**config.mk**
```make
export PLATFORM = sky130hd
export DESIGN_NAME = serial_tx_unit
export DESIGN_NICKNAME = d
export VERILOG_FILES = /design/src/rtl/serial_tx_unit.sv
export SDC_FILE = /design/constraint.sdc
export NUM_CORES = 1
export LEC_CHECK = 0
export CAP_MARGIN = 20
export CELL_PAD_IN_SITES_DETAIL_PLACEMENT = 1
export CELL_PAD_IN_SITES_GLOBAL_PLACEMENT = 2
export CORE_ASPECT_RATIO = 0.9
export CORE_MARGIN = 2
export CORE_UTILIZATION = 47
export DETAILED_ROUTE_END_ITERATION = 10
export DONT_BUFFER_PORTS = 1
export GPL_ROUTABILITY_DRIVEN = 0
export HOLD_SLACK_MARGIN = 0.03
export MAX_ROUTING_LAYER = met4
export PLACE_DENSITY_LB_ADDON = 0.1
export SLEW_MARGIN = 20
export SYNTH_ARGS = -nofsm -noshare
export SYNTH_HDL_FRONTEND = slang
export SYNTH_SLANG_ARGS = --single-unit
export TNS_END_PERCENT = 100
```
**constraint.sdc**
```tcl
create_clock -name clk -period 5.5 [get_ports clk]
set_input_delay 1.65 -clock clk [delete_from_list [all_inputs] [get_ports clk]]
set_output_delay 1.65 -clock clk [all_outputs]
set_load 0.1 [all_outputs]
```
**src/rtl/serial_tx_unit.sv**
```systemverilog
module serial_tx_unit #(
  parameter int DEPTH = 8,
  parameter int DIV_W = 16
) (
  input  logic        clk,
  input  logic        rst_n,
  input  logic [7:0]  bus_addr,
  input  logic [31:0] bus_wdata,
  input  logic        bus_we,
  output logic [31:0] bus_rdata,
  input  logic        cts_n,
  output logic        txd,
  output logic        rx_tap,
  output logic        tx_irq
);
  localparam int AW = $clog2(DEPTH);
  localparam int CW = AW + 1;
  localparam int BW = DIV_W + 5;
  localparam logic [7:0] A_MODE = 8'h00, A_CTRL = 8'h10, A_TXD = 8'h20, A_DIV = 8'h40;

  logic [15:0]      mode_q, ctrl_q;
  logic [DIV_W-1:0] div_q;
  logic [7:0]       mem [DEPTH];
  logic [AW-1:0]    wp, rp;
  logic [CW-1:0]    cnt;
  logic             busy;
  logic [11:0]      sh;
  logic [3:0]       left;
  logic [BW-1:0]    tcnt;

  wire on     = mode_q[15];
  wire flow   = mode_q[9];
  wire lpbk   = mode_q[6];
  wire par_en = mode_q[2] ^ mode_q[1];
  wire par_od = mode_q[2];
  wire stop2  = mode_q[0];
  wire txen   = ctrl_q[10];
  wire brk    = ctrl_q[11];

  wire empty = (cnt == '0);
  wire full  = (cnt == CW'(DEPTH));
  wire idle  = empty && !busy;

  wire [BW-1:0] bit_len = BW'({div_q, 4'b0000}) + BW'(16);
  wire tick = busy && (tcnt == bit_len - BW'(1));
  wire last = on && tick && (left == 4'd1);
  wire go   = !busy && on && txen && (brk || (!empty && (!flow || !cts_n)));
  wire pop  = go && !brk;
  wire push = bus_we && (bus_addr == A_TXD) && !full;

  wire [7:0]  head   = mem[rp];
  wire        parity = ^head ^ par_od;
  wire [3:0]  nbits  = 4'd10 + {3'b000, par_en} + {3'b000, stop2};
  wire [11:0] frame  = brk ? 12'h000 :
                       par_en ? {2'b11, parity, head, 1'b0} : {3'b111, head, 1'b0};

  wire ser = busy ? sh[0] : 1'b1;
  assign txd    = lpbk ? 1'b1 : ser;
  assign rx_tap = lpbk ? ser : 1'b1;

  wire ev_empty = pop && !push && (cnt == CW'(1));
  wire ev_idle  = last && empty && !push;
  wire ev_space = pop && full;
  wire irq_d    = ctrl_q[15] ? (ctrl_q[14] ? ev_space : ev_idle) : ev_empty;

  always_comb begin
    case (bus_addr)
      A_MODE:  bus_rdata = {16'h0, mode_q};
      A_CTRL:  bus_rdata = {16'h0, ctrl_q[15:10], full, idle, 8'h00};
      A_DIV:   bus_rdata = 32'(div_q);
      default: bus_rdata = 32'h0;
    endcase
  end

  always_ff @(posedge clk or negedge rst_n) begin
    if (!rst_n) begin
      mode_q <= '0;
      ctrl_q <= '0;
      div_q  <= '0;
    end else if (bus_we) begin
      if (bus_addr == A_MODE) mode_q <= bus_wdata[15:0] & 16'h8247;
      if (bus_addr == A_CTRL) ctrl_q <= bus_wdata[15:0] & 16'hCC00;
      if (bus_addr == A_DIV)  div_q  <= bus_wdata[DIV_W-1:0];
    end
  end

  always_ff @(posedge clk) if (push) mem[wp] <= bus_wdata[7:0];

  always_ff @(posedge clk or negedge rst_n) begin
    if (!rst_n) begin
      wp  <= '0;
      rp  <= '0;
      cnt <= '0;
    end else begin
      if (push) wp <= (wp == AW'(DEPTH - 1)) ? '0 : wp + AW'(1);
      if (pop)  rp <= (rp == AW'(DEPTH - 1)) ? '0 : rp + AW'(1);
      if (push && !pop)      cnt <= cnt + CW'(1);
      else if (pop && !push) cnt <= cnt - CW'(1);
    end
  end

  always_ff @(posedge clk or negedge rst_n) begin
    if (!rst_n) begin
      busy <= 1'b0;
      sh   <= '1;
      left <= '0;
      tcnt <= '0;
    end else if (!on) begin
      busy <= 1'b0;
      tcnt <= '0;
    end else if (go) begin
      busy <= 1'b1;
      sh   <= frame;
      left <= nbits;
      tcnt <= '0;
    end else if (busy) begin
      if (tick) begin
        tcnt <= '0;
        sh   <= {1'b1, sh[11:1]};
        left <= left - 4'd1;
        if (left == 4'd1) busy <= 1'b0;
      end else begin
        tcnt <= tcnt + BW'(1);
      end
    end
  end

  always_ff @(posedge clk or negedge rst_n) begin
    if (!rst_n) tx_irq <= 1'b0;
    else        tx_irq <= irq_d;
  end


  fifo_drop_chk: assert property (@(posedge clk) disable iff (!rst_n)
    (bus_we && bus_addr == A_TXD && full && !pop) |=> full);

  gate_chk: assert property (@(posedge clk) disable iff (!rst_n)
    (!busy && !(on && txen)) |=> !busy);

  drain_chk: assert property (@(posedge clk) disable iff (!rst_n)
    ($fell(busy) && on) |-> ($past(left) == 4'd1));

  brk_chk: assert property (@(posedge clk) disable iff (!rst_n)
    (go && brk) |=> (busy && ser == 1'b0));

  irq_empty_chk: assert property (@(posedge clk) disable iff (!rst_n)
    (pop && !push && cnt == CW'(1) && !ctrl_q[15]) |=> tx_irq);

  cts_chk: assert property (@(posedge clk) disable iff (!rst_n)
    (!busy && flow && cts_n && !brk) |=> !busy);
endmodule

```
# Yosys cells after proc, flatten, opt, wreduce, memory -nomap -nowiden
# Memory sizes are Yosys's and may differ from the RTL's.
# Index checks and enable logic that the tools add are counted.
# word_totals
regBits,75
ram_bits,64
inputBits,44
n_memories,1
# mem_list
memory,depth,word_bits,read_ports,rd_clocked_by_memory_dff,write_ports,line,text
mem,8,8,1,0,1,23,logic [7:0] mem [DEPTH];
# op_classes
n_addsub,10
eq_ne,10
n_mux,29
bitwise,2
n_reduce_logical,37
# op_table
op,n
2-to-1 mux 21 bit,4
2-to-1 mux 12 bit,4
case mux 16 bit (3 select lines),1
"adder 20 x 5 -> 21 bit, second input constant",1
"adder 21 x 1 -> 21 bit, second input constant",1
equality test 21 bit,1
"subtractor 21 x 1 -> 21 bit, second input constant",1
2-to-1 mux 4 bit,5
logical AND 1 bit,17
2-to-1 mux 1 bit,12
2-to-1 mux 10 bit,1
"equality test 4 x 1 -> 1 bit, second input constant",2
"equality test 8 x 5 -> 1 bit, second input constant",1
"equality test 8 x 6 -> 1 bit, second input constant",1
"equality test 8 x 7 -> 1 bit, second input constant",1
zero test 1 bit,8
zero test 8 bit,1
parity 8 bit,1
"subtractor 4 x 1 -> 4 bit, second input constant",2
"adder 3 x 1 -> 3 bit, second input constant",2
"equality test 3 bit, second input constant",2
2-to-1 mux 3 bit,2
AND reduction 2 bit,3
nonzero test 2 bit,3
9 further kinds,11

# Depth between registers and ports, before layout
# depth
word_depth,10
depth_mapped,11
mapped_depth_nobuf,9

# Worst setup path after synthesis
# OpenSTA, ideal clock, no wires.
# synth_timing
path_kind,input to output
startpoint,input bus_addr[1]
endpoint,output bus_rdata[0]
t_arrival_ns,4.173
required_time_ns,3.850
slack_ns,-0.323
stages,4
path_buffers,0
path_cell_list,or4_1 > or3_4 > or2_2 > nor2_1
# synth_via
elab_chain_cells,2
elab_cells_between_ends,4
classes_between,2 x eq/ne; 1 x mux; 1 x reduce/logical
# synth_rtl
item,line,text
start: declaration,7,"input logic [7:0] bus_addr,"
"equality test 8 x 7 -> 1 bit, or another cell as far along",67,case (bus_addr)
case mux 16 bit (3 select lines) *,67,
end: declaration,10,"output logic [31:0] bus_rdata,"
# Every way passes the cells marked *; elsewhere a longest branch is shown, timed or not.

# Worst setup path after layout
# layout_timing
startpoint,input bus_addr[1]
endpoint,output bus_rdata[8]
# Same word-level chain as after synthesis.

==> impl_metrics.json <==
{
  "outcome": "completed",
  "synthMuxAreaShare_pct": 12.8,
  "crit_start": "bus_addr[1]",
  "drv_cap": 0,
  "worst_clock_skew_ns": 0.0112,
  "worstHoldStart": "sh[1]",
  "dp_hpwl_mm": 10.3,
  "grt_pass1_vias": 4329,
  "arrival_ns": 3.51,
  "global_route.usage.met2_pct": 33.9,
  "post-route-period-util_pct": 93.9,
  "post-synth-top-count-cell": "edfxtp_1",
  "use_met3_pct": 5.64,
  "required_ns": 3.85,
  "h-tree-depth": 4,
  "ys_ff_latch": 139,
  "cts_setup_buffers": 0,
  "power_leakage_nw": 3.05,
  "synth_compound_area_share_pct": 4.48,
  "coreArea_um2": 13900,
  "clock_latency_ns": 0.42,
  "fin_crit_ns": 5.16,
  "cp_max_fo": 8,
  "finalSetupViolations": 0,
  "synth_top_cell_by_area": "edfxtp_1",
  "vias": 4024,
  "synth-simple-area-share_pct": 12.5,
  "tns_ns": 0,
  "syn_to_final_growth_pct": 13.0,
  "syn_area_um2": 6640,
  "utilization_pct": 54.0,
  "initial_utilization_pct": 47.8,
  "synth_common_cells": "edfxtp_1, dfrtp_1, nor2_1, nand2_1, xor2_1",
  "synth_top_family_by_area": "multiplexers",
  "busiest_layer": "met2",
  "rsz0062_at_grt": "no",
  "globalRouteMet1Util_pct": 30.0,
  "ctsResizeCount": 0,
  "hold_viol": 0,
  "drt_pre_antenna_iters": 4,
  "synth_cell_types": 54,
  "cp-end-kind": "output port",
  "synth_area_leaders": "edfxtp_1, dfrtp_1, mux4_2, dfstp_2, xor2_1",
  "grt-ovfl-total": 0,
  "ctsRootBufferMaster": "clkbuf_16",
  "whs_ns": 0.478,
  "async_flop_share_pct": 54.0,
  "fillers": 1407,
  "power_density_nw_per_um2": 315,
  "synth.top_cell.area_share_pct": 28.9,
  "postCtsHoldBufs": 0,
  "critPathLaunchType": "input port",
  "ir_drop_v": 0.000223,
  "synth_edf_count": 64,
  "ios": 79,
  "max_stage_delay_ns": 0.55,
  "drcViolationCount": 0,
  "antennaDiodeCount": 0,
  "ys_seq_area_share_pct": 57.4,
  "synth_xor_xnor_area_share_pct": 6.14,
  "grt_pass1_wl_mm": 23.9,
  "syn_inst": 514,
  "num_rows": 41,
  "slew_violations": 0,
  "postPlaceCellArea_um2": 6920,
  "clock.fmax_mhz": 194,
  "ys_warn_count": 0,
  "ys.flop_type": "edfxtp_1",
  "die_y_um": 117,
  "synthAdderAreaFrac_pct": 2.64,
  "ant_nets": 0,
  "crit_slowest_cell": "or4_1",
  "max_slew_margin_pct": 26.6,
  "dr.first_iter.drc_count": 217,
  "worst-path-buf-inv": 1,
  "wirelength_mm": 14.8,
  "cp_cell_sequence": "or4_1 > or3_4 > nor2_4 > and2_1 > a22o_1 > buf_12",
  "critical_path.top_delay_family": "simple AND/OR/NAND/NOR gates",
  "cts_buffers": 17,
  "io_buffer_count": 0,
  "dieWidth_um": 129,
  "cts_buffer_depth": 2,
  "r2r_start": "cnt[0]",
  "wire_per_inst_um": 20.0,
  "syn_area_per_cell_um2": 12.9,
  "die_area_um2": 15100,
  "path_class": "in -> out",
  "grt_usage_pct": 22.3,
  "num-nets-final": 590,
  "path_clk_slew_ns": 0.06,
  "worstHoldPathType": "reg -> reg",
  "cts_tree": "done",
  "cts.sinks": 139,
  "drive_gt1_share_pct": 21.3,
  "fin_area_um2": 7500,
  "tightestPinTransition_ns": 1.09,
  "grt_antenna_before_repair": 0,
  "vias_per_cell": 5.45,
  "grt_start_max_net_pins": 76
}
## tightest hold or removal path: cells and delay by family (launching register included)
family,cells,cell delay [ns]
flops,1,0.37
compound gates,1,0.07
simple gates,1,0.04
## where the power goes
group / total (W) / switching, W / leakage [nW] / internal (W)
Sequential: 0.00112 / 0.0000198 / 1.57 / 0.00110
Clock: 0.00113 / 0.000451 / 0.286 / 0.000677
Combinational: 0.000114 / 0.0000814 / 1.19 / 0.0000324
Total: 0.00236 / 0.000552 / 3.05 / 0.00181
## cell families after synthesis
group	Yosys count
flip-flops	139
buffers and inverters	44
AND/OR/NAND/NOR	162
XOR/XNOR	45
multiplexers	61
AO/OA/AOI/OAI	48
adder cells (fa/ha/maj)	14
other	1
## per-stage QoR
step	std cells	worst slack, ns	power [W]
3_3_place_gp	706	0.348	0.00125
2_1_floorplan	529	-0.323	0.00124
6_report	738	0.336	0.00236
5_1_grt	738	0.223	0.00244
4_1_cts	738	0.317	0.00238
3_5_place_dp	706	0.338	0.00126
## cell type report
class | instances | area, µm² | share of cell area [%]
tap | 193 | 241 | 3.22
clock inverter | 11 | 105 | 1.40
inverter | 9 | 33.8 | 0.450
multi-input combinational | 346 | 2640 | 35.1
timing repair buffer | 19 | 193 | 2.57
sequential | 139 | 3810 | 50.8
clock buffer | 21 | 482 | 6.42
## metal layers
layer,vias to the layer above,part of all wire (%)
li1,1854,-
met1,2067,48
met2,86,46
met3,17,4.8
met4,0,1.3
met5,-,0
## registers in the layout, summed over array words and instances (netlist names)
name    count
mem        64
wp          3
busy        1
sh         12
ctrl_q      4
div_q      16
rp          3
tx_irq      1
mode_q      6
cnt         4
left        4
tcnt       21
## placed cells by master (no fill, tap or decap), types with 4 or more instances in the layout
cell / netlist / final
a21oi_1: 16 / 16
a22o_1: 4 / 4
and2_1: 4 / 4
and3_1: 9 / 9
buf_12: 0 / 4
buf_4: 18 / 15
clkbuf_16: 0 / 18
conb_1: 1 / 16
dfrtp_1: 63 / 63
dfstp_2: 12 / 12
edfxtp_1: 64 / 64
ha_1: 14 / 14
inv_1: 9 / 9
mux2_1: 10 / 10
mux2_2: 19 / 19
mux2i_1: 16 / 16
mux4_2: 16 / 16
nand2_1: 34 / 34
nand2b_1: 4 / 4
nand3_1: 13 / 13
nand4_1: 7 / 7
nor2_1: 53 / 47
nor2_2: 0 / 6
nor3_1: 4 / 4
nor4_1: 5 / 5
o21ai_0: 17 / 17
or2_2: 4 / 4
xnor2_1: 13 / 13
xor2_1: 31 / 31
## path summary, 6_finish.rpt
path                       depth (start not counted)  slack [ns]           end
setup / recovery                                   6        0.34  bus_rdata[8]
hold / removal                                     2        0.48         sh[1]
setup reg to reg                                   7        2.36      tcnt[13]
hold reg to reg                                    2        0.48         sh[1]
max in group asynchronous                          0        4.35        sh[11]
min in group asynchronous                          0        0.93       left[2]
Power figures use the tool's default switching activity.
